### src/rtl/vfd_pkg.sv
package vfd_pkg;

  // Strobes from the slot sequencer to the datapath
  typedef struct packed {
    logic gridEn;   // selected grid may be lit this cycle
    logic loadRow;  // latch the selected row onto the anodes
  } strobe_t;

  // Power-up image chosen by the straps
  typedef enum logic [1:0] {
    IMG_DARK  = 2'd0,
    IMG_LIT   = 2'd1,
    IMG_CHK_A = 2'd2,
    IMG_CHK_B = 2'd3
  } image_e;

  function automatic image_e decodeStraps(input logic dtestN, input logic lteN);
    image_e img;
    case ({dtestN, lteN})
      2'b11:   img = IMG_DARK;
      2'b10:   img = IMG_LIT;
      2'b01:   img = IMG_CHK_A;
      default: img = IMG_CHK_B;
    endcase
    return img;
  endfunction

endpackage

### src/rtl/vfd_ctrl.sv
module vfd_ctrl
  import vfd_pkg::*;
#(
  parameter int SLOT_CYC  = 488,
  parameter int BLANK_CYC = 61,
  parameter int GRIDS     = 11,
  parameter int IDX_W     = 4
) (
  input  logic             clk,
  input  logic             rstN,
  output strobe_t          strobe,
  output logic [IDX_W-1:0] gridIdx
);

  localparam int CNT_W   = $clog2(SLOT_CYC);
  localparam int LOAD_AT = 1;  // one cycle after the grid has dropped

  logic [CNT_W-1:0] slotCnt;
  logic             slotEnd;

  assign slotEnd = (slotCnt == CNT_W'(SLOT_CYC - 1));

  always_ff @(posedge clk) begin
    if (!rstN) begin
      slotCnt <= '0;
      gridIdx <= '0;
    end else if (slotEnd) begin
      slotCnt <= '0;
      gridIdx <= (gridIdx == IDX_W'(GRIDS - 1)) ? '0 : gridIdx + 1'b1;
    end else begin
      slotCnt <= slotCnt + 1'b1;
    end
  end

  always_comb begin
    strobe.gridEn  = (slotCnt >= CNT_W'(BLANK_CYC));
    strobe.loadRow = (slotCnt == CNT_W'(LOAD_AT));
  end

  // slot counter stays inside its slot
  a_r4_cnt_range: assert property (@(posedge clk) disable iff (!rstN)
    slotCnt < CNT_W'(SLOT_CYC));

  // grid index stays within the display
  a_r3_idx_range: assert property (@(posedge clk) disable iff (!rstN)
    gridIdx < IDX_W'(GRIDS));

  // after the last grid's slot the scan restarts at grid 0
  a_r3_wrap: assert property (@(posedge clk) disable iff (!rstN)
    (slotEnd && gridIdx == IDX_W'(GRIDS - 1)) |=> (gridIdx == '0));

  // the index holds steady through a slot
  a_r3_hold: assert property (@(posedge clk) disable iff (!rstN)
    (!slotEnd) |=> $stable(gridIdx));

endmodule

### src/rtl/vfd_dpath.sv
module vfd_dpath
  import vfd_pkg::*;
#(
  parameter int GRIDS  = 11,
  parameter int ANODES = 14,
  parameter int IDX_W  = 4
) (
  input  logic              clk,
  input  logic              rstN,
  input  logic              dtestN,
  input  logic              lteN,
  input  strobe_t           strobe,
  input  logic [IDX_W-1:0]  gridIdx,
  input  logic              wrEn,
  input  logic [IDX_W-1:0]  wrAddr,
  input  logic [ANODES-1:0] wrData,
  output logic [GRIDS-1:0]  gridOut,
  output logic [ANODES-1:0] anodeOut
);

  // Checkerboard: even phase sets even bit positions
  function automatic logic [ANODES-1:0] chkMask(input logic oddPhase);
    logic [ANODES-1:0] m;
    for (int b = 0; b < ANODES; b++) m[b] = ((b % 2) == 1) == oddPhase;
    return m;
  endfunction

  function automatic logic [ANODES-1:0] imageRow(input image_e img, input int row);
    logic [ANODES-1:0] v;
    case (img)
      IMG_DARK:  v = '0;
      IMG_LIT:   v = '1;
      IMG_CHK_A: v = chkMask((row % 2) == 1);
      default:   v = ~chkMask((row % 2) == 1);
    endcase
    return v;
  endfunction

  image_e            bootImg;
  logic [ANODES-1:0] rowMem [GRIDS];
  logic [ANODES-1:0] rowSel;
  logic [GRIDS-1:0]  gridHot;

  assign bootImg = decodeStraps(dtestN, lteN);

  for (genvar r = 0; r < GRIDS; r++) begin : g_row
    always_ff @(posedge clk) begin
      if (!rstN)
        rowMem[r] <= imageRow(bootImg, r);
      else if (wrEn && wrAddr == IDX_W'(r))
        rowMem[r] <= wrData;
    end

    // a write aimed beyond the display leaves every row untouched
    a_r12_no_alias: assert property (@(posedge clk) disable iff (!rstN)
      (wrEn && wrAddr >= IDX_W'(GRIDS)) |=> $stable(rowMem[r]));
  end

  always_comb begin
    rowSel  = '0;
    gridHot = '0;
    for (int r = 0; r < GRIDS; r++) begin
      if (gridIdx == IDX_W'(r)) begin
        rowSel     = rowMem[r];
        gridHot[r] = 1'b1;
      end
    end
  end

  always_ff @(posedge clk) begin
    if (!rstN) begin
      gridOut  <= '0;
      anodeOut <= '0;
    end else begin
      gridOut <= strobe.gridEn ? gridHot : '0;
      if (strobe.loadRow) anodeOut <= rowSel;
    end
  end

  // never two grids at once
  a_r2_onehot: assert property (@(posedge clk) disable iff (!rstN)
    $onehot0(gridOut));

  // a lit grid is only ever followed by itself or by darkness
  a_r5_break_first: assert property (@(posedge clk) disable iff (!rstN)
    ((|$past(gridOut)) && gridOut != $past(gridOut)) |-> (gridOut == '0));

  // anodes move only after a full dark cycle
  a_r5_load_dark: assert property (@(posedge clk) disable iff (!rstN)
    (anodeOut != $past(anodeOut)) |-> (gridOut == '0 && $past(gridOut) == '0));

  // anodes frozen while a grid is lit
  a_r11_frozen: assert property (@(posedge clk) disable iff (!rstN)
    (|gridOut) |-> $stable(anodeOut));

endmodule

### src/rtl/vfd_mux.sv
module vfd_mux
  import vfd_pkg::*;
#(
  parameter int CLK_HZ    = 1_000_000,
  parameter int GRIDS     = 11,
  parameter int ANODES    = 14,
  parameter int ACTIVE_US = 427,
  parameter int SLOT_US   = 488,
  localparam int IDX_W    = $clog2(GRIDS)
) (
  input  logic              clk,
  input  logic              rstN,
  input  logic              dtestN,
  input  logic              lteN,
  input  logic              wrEn,
  input  logic [IDX_W-1:0]  wrAddr,
  input  logic [ANODES-1:0] wrData,
  output logic [GRIDS-1:0]  gridOut,
  output logic [ANODES-1:0] anodeOut
);

  localparam int CYC_PER_US = CLK_HZ / 1_000_000;
  localparam int SLOT_CYC   = SLOT_US * CYC_PER_US;
  localparam int ACTIVE_CYC = ACTIVE_US * CYC_PER_US;
  localparam int BLANK_CYC  = SLOT_CYC - ACTIVE_CYC;

  strobe_t          strobe;
  logic [IDX_W-1:0] gridIdx;

  vfd_ctrl #(
    .SLOT_CYC (SLOT_CYC),
    .BLANK_CYC(BLANK_CYC),
    .GRIDS    (GRIDS),
    .IDX_W    (IDX_W)
  ) u_ctrl (
    .clk    (clk),
    .rstN   (rstN),
    .strobe (strobe),
    .gridIdx(gridIdx)
  );

  vfd_dpath #(
    .GRIDS (GRIDS),
    .ANODES(ANODES),
    .IDX_W (IDX_W)
  ) u_dpath (
    .clk     (clk),
    .rstN    (rstN),
    .dtestN  (dtestN),
    .lteN    (lteN),
    .strobe  (strobe),
    .gridIdx (gridIdx),
    .wrEn    (wrEn),
    .wrAddr  (wrAddr),
    .wrData  (wrData),
    .gridOut (gridOut),
    .anodeOut(anodeOut)
  );

  // outputs dark on the first cycle out of reset
  a_r1_dark_start: assert property (@(posedge clk) disable iff (!rstN)
    (!$past(rstN)) |-> (gridOut == '0 && anodeOut == '0));

endmodule

### config.mk
export PLATFORM = sky130hd
export DESIGN_NAME = vfd_mux
export DESIGN_NICKNAME = d
export VERILOG_FILES = /design/src/rtl/vfd_pkg.sv /design/src/rtl/vfd_ctrl.sv /design/src/rtl/vfd_dpath.sv /design/src/rtl/vfd_mux.sv
export SDC_FILE = /design/constraint.sdc
export NUM_CORES = 1
export LEC_CHECK = 0
export BUFFER_PORTS_ARGS = -buffer_cell sky130_fd_sc_hd__buf_2
export CORE_UTILIZATION = 40
export DETAILED_ROUTE_END_ITERATION = 10
export GPL_TIMING_DRIVEN = 0
export PLACE_DENSITY_LB_ADDON = 0.08
export SLEW_MARGIN = 40
export SYNTH_ARGS = -nofsm -noshare
export SYNTH_HDL_FRONTEND = slang
export SYNTH_HIERARCHICAL = 1
export SYNTH_SLANG_ARGS = --single-unit
### constraint.sdc
create_clock -name clk -period 3.5 [get_ports clk]
set_input_delay 0.35 -clock clk [delete_from_list [all_inputs] [get_ports clk]]
set_output_delay 0.35 -clock clk [all_outputs]
set_load 0.01 [all_outputs]
# Yosys cells after proc, flatten, opt, wreduce, memory -nomap -nowiden
# Memories as Yosys holds them, arrays and structs flattened.
# Cells that the tools add are included.
# word_totals
ramBits	154
word_cells	136
mem_count	1
latchBits	0
in_bits	23
romBits	0
out_inout_bits	25
reg_bits	38
# op_classes
order_cmp	1
shifts	0
div	0
mux	73
reduce_logical	16
addsub	2
bitwise_logic	12
multipliers	0
n_eq_ne	27
# mem_list
name	depth	word_bits	read_ports	rd_ports_with_merged_regs	write_ports	line	rtl
u_dpath.rowMem	11	14	11	0	11	vfd_dpath.sv:40	logic [ANODES-1:0] rowMem [GRIDS];
# op_table
cell	count
14-bit 2-to-1 mux	24
14-bit one-hot mux with 3 select lines	2
1-bit 2-to-1 mux	45
4-bit by 3-bit == test with 1-bit output, second input constant	8
4-bit == test, second input constant	6
4-bit by 2-bit == test with 1-bit output, second input constant	4
1-bit logical AND	11
1-bit OR	11
9-bit by 1-bit adder with 9-bit output, second input constant	1
9-bit by 1-bit == test with 1-bit output, second input constant	1
9-bit == test, second input constant	1
9-bit by 6-bit >= comparator with 1-bit output, second input constant	1
4-bit by 1-bit == test with 1-bit output, second input constant	2
4-bit logical NOT	2
2-bit == test, second input constant	3
2-bit one-hot mux with 3 select lines	1
4-bit by 1-bit adder with 4-bit output, second input constant	1
2-bit by 1-bit == test with 1-bit output, second input constant	2
4-bit 2-to-1 mux	1
2-bit logical NOT	1
2-bit AND reduction	1
2-bit OR reduction	1
1-bit NOT	1

# Logic depth before layout (Yosys ltp)
# logic_depth
ltp_word	12
mapped_depth	8
ltp_nobuf	7

# Cells and area by module
# The synthesis kept the hierarchy.
# modules_own_cells
module	cells_each	instances	area_per_inst_um2	seq_area_each_um2
vfd_dpath	772	1	9001.1	5124.9
vfd_ctrl	82	1	689.4	260.2

# Worst setup path after synthesis
# No wires, ideal clock.
# synth_path
kind	in2reg
startpoint	in wrAddr[0]
endpoint	mem u_dpath.rowMem[4][0] (enable)
t_arrival_ns	2.221
path_slack_ns	0.875
setup_time_ns	0.404
required_time_ns	3.096
path_stages	4
cell_sequence	buf_2 > clkbuf_1 > or3b_2 > o21ai_0
# synth_rtl
element	line	rtl
start, declared	vfd_mux.sv:16	input logic [IDX_W-1:0] wrAddr,
end, declared	vfd_dpath.sv:40	

# Worst setup path after layout
# layout_path
startpoint	reg u_ctrl.gridIdx[2]
endpoint	reg u_dpath.anodeOut[3]
# layout_between
elab_chain_cells	12
word_cells_on_any_way	22
# layout_rtl
element	line	rtl
start, declared	vfd_ctrl.sv:12	output logic [IDX_W-1:0] gridIdx
start signal, assigned	vfd_ctrl.sv:29	gridIdx <= (gridIdx == IDX_W'(GRIDS - 1)) ? '0 : gridIdx + 1'b1;
4-bit logical NOT	vfd_dpath.sv:63	if (gridIdx == IDX_W'(r)) begin
14-bit 2-to-1 mux (10 in a row)	vfd_dpath.sv:63	
14-bit 2-to-1 mux *	vfd_dpath.sv:63	
end signal, assigned	vfd_dpath.sv:76	if (strobe.loadRow) anodeOut <= rowSel;
end, declared	vfd_dpath.sv:18	output logic [ANODES-1:0] anodeOut
# Mark *: on every way between the ends. The rest lies on a longest branch, timed or not.
# A chain may end at the register's enable or synchronous reset.

==> impl_metrics.env <==
export IMPL_status="finished clean"
export IMPL_yosysTopAreaCell="edfxtp_1"
export IMPL_hold_viol_final=0
export IMPL_fin_worst_skew_ns=0.00954
export IMPL_crit_type="reg -> reg"
export IMPL_synth_top_area_frac=0.477
export IMPL_antenna_left=0
export IMPL_rows=56
export IMPL_clk_pin_slew_worst_paths_ns=0.07
export IMPL_synth_ff_type="edfxtp_1"
export IMPL_relSlewSlack=0.492
export IMPL_antenna_found_initial=0
export IMPL_drtIter0Drc=790
export IMPL_critPathCaptureType="flop"
export IMPL_placed_area_mm2=0.0105
export IMPL_cp_slowest_cell="dfxtp_1"
export IMPL_overflow=0
export IMPL_dp_cells=1227
export IMPL_yosys_warnings=6
export IMPL_wl_per_cell_um=24.2
export IMPL_rsz0062_at_grt="no"
export IMPL_start_util=0.410
export IMPL_synth_cell_area_mm2=0.00969
export IMPL_period_share=0.700
export IMPL_die_area_mm2=0.0249
export IMPL_dp_final_hpwl_um=22300
export IMPL_synthMostInstantiatedCell="edfxtp_1"
export IMPL_synth_cell_types=67
export IMPL_synthArstFlopShare=0
export IMPL_crit_buf_inv=3
export IMPL_synth_edff_count=154
export IMPL_totalWireLength_um=30400
export IMPL_fin_cells=1259
export IMPL_grt_use_total=0.256
export IMPL_grt_start_max_net_pins=17
export IMPL_core_area_mm2=0.0236
export IMPL_leakage_nw=4.09
export IMPL_crit_fanout=11
export IMPL_drc=0
export IMPL_final_area_mm2=0.0111
export IMPL_ys_seq_area_frac=0.556
export IMPL_die_h_um=158
export IMPL_clk_latency_ns=0.43
export IMPL_drv_slew=0
export IMPL_critPathArrivalTime_ns=2.73
export IMPL_synth_net_count=881
export IMPL_setup_viol=0
export IMPL_portBuffers=45
export IMPL_synthCells=854
export IMPL_place_congestion=0.874
export IMPL_cp_cell_sequence="buf_4 > buf_2 > clkbuf_1 > o21ai_0 > o2111ai_1 > o211ai_1"
export IMPL_numCtsBuffers=17
export IMPL_vias_per_cell=5.84
export IMPL_cts_setup_buffers=0
export IMPL_worstMarginPinSlew_ns=0.758
export IMPL_cts_sinks=192
export IMPL_first_pass_iters=5
export IMPL_cpPeakStageDelay_ns=0.57
export IMPL_yosys_top_cells_area="edfxtp_1, dfxtp_1, a21o_1"
export IMPL_start_kind="flop"
export IMPL_io_pins=48
export IMPL_cts_max_level=4
export IMPL_hold_path_class="in -> reg"
export IMPL_power_density_mw_per_mm2=475
export IMPL_hold_buffers=0
export IMPL_period_needed_ns=2.45
export IMPL_ys_ff_latch=192
export IMPL_cts_tree="yes"
export IMPL_drive_gt1_frac=0.169
export IMPL_synth_common_cells="edfxtp_1, a21o_1, o21a_1"
export IMPL_fin_setup_tns_ns=0
export IMPL_grt_pass1_wl_um=45100
export IMPL_root_buffer="clkbuf_16"
export IMPL_fin_nets=954
export IMPL_cts_resized=0
export IMPL_die_w_um=158
export IMPL_grt_pass1_vias=7161
export IMPL_fmaxAchievable_mhz=408
export IMPL_clock_path_buffers=2
export IMPL_crit_family="buffers and inverters"
export IMPL_peakVddDrop_mv=0.369
export IMPL_avgSynthCellArea_um2=11.3
export IMPL_via_count=7349
export IMPL_drv_cap=0
export IMPL_area_growth_syn_to_layout_pct=14.4
export IMPL_fin_util=0.470
export IMPL_required_ns=3.79
[power breakdown]
part | switching, mW | internal (mW) | total (mW)
registers | 0.0840 | 2.73 | 2.81
clock network | 0.854 | 1.05 | 1.91
logic | 0.345 | 0.210 | 0.555
total | 1.28 | 3.99 | 5.27
[final cells by class]
cell class	instances	area, µm²
Fill cell	2209	12500
Sequential cell	192	5390
Multi-Input combinational cell	575	3960
Clock buffer	18	429
Buffer	72	402
Tap cell	319	399
Timing Repair Buffer	54	312
Clock inverter	13	139
Inverter	15	56.3
Antenna cell	1	2.50
[metal layers]
layer,part of all wire,track usage,vias to the layer above
li1,-,-,3349
met1,0.43,0.340,3654
met2,0.49,0.430,302
met3,0.061,0.0422,44
met4,0.024,0.0698,0
met5,0,0,-
[metrics by stage]
step / hold WS (ns) / setup WS (ns) / total power, mW
2_1_floorplan: 0.467 / 0.875 / 3.17
3_5_place_dp: 0.467 / 0.283 / 3.41
4_1_cts: 0.203 / 0.733 / 5.30
6_report: 0.212 / 1.05 / 5.27
3_3_place_gp: 0.461 / -0.0673 / 3.38
5_1_grt: 0.210 / 0.925 / 5.45
[final timing paths]
check                            from                    end  slack (ns)  cells after the start
setup / recovery    u_ctrl/gridIdx[2]    u_dpath/anodeOut[3]        1.05                      6
hold / removal             wrData[13]  u_dpath/rowMem[8][13]        0.21                      2
setup reg to reg    u_ctrl/gridIdx[2]    u_dpath/anodeOut[3]        1.05                      6
hold reg to reg   u_dpath/anodeOut[7]    u_dpath/anodeOut[7]        0.48                      2
[registers in the layout, indices dropped and copies added, names as in the netlist]
signal and cells:
u_ctrl/slotCnt 9, u_dpath/gridOut 11, u_dpath/anodeOut 14, u_ctrl/gridIdx 4
u_dpath/rowMem 154
[cells in the final DEF (no fill, tap or decap), types with 15 or more instances in the layout]
cell / netlist / final
edfxtp_1: 154 / 154
a21o_1: 70 / 70
buf_2: 23 / 68
o21a_1: 48 / 48
nand2_1: 47 / 46
nor2_1: 45 / 44
mux2i_1: 40 / 40
dfxtp_1: 38 / 38
o21ai_0: 44 / 37
a21boi_0: 37 / 37
a21oi_1: 31 / 31
clkbuf_1: 28 / 28
nor3_1: 25 / 22
clkbuf_16: 0 / 17
nand2b_1: 17 / 17
inv_1: 15 / 15
[cells by family after synthesis]
group                    share of synthesized area
flip-flops                                   0.556
adder cells (fa/ha/maj)                    0.00516
AO/OA/AOI/OAI                                0.214
multiplexers                                0.0460
buffers and inverters                       0.0471
XOR/XNOR                                   0.00362
AND/OR/NAND/NOR                              0.128
[worst reg2reg max path: cells and delay by family (launching register included)]
| kind | cells | cell delay, ns |
|---|---|---|
| AOI/OAI and AO/OA | 3 | 0.71 |
| buffers and inverters | 3 | 1.03 |
| DFF | 1 | 0.57 |
Power figures use the tool's default switching activity.
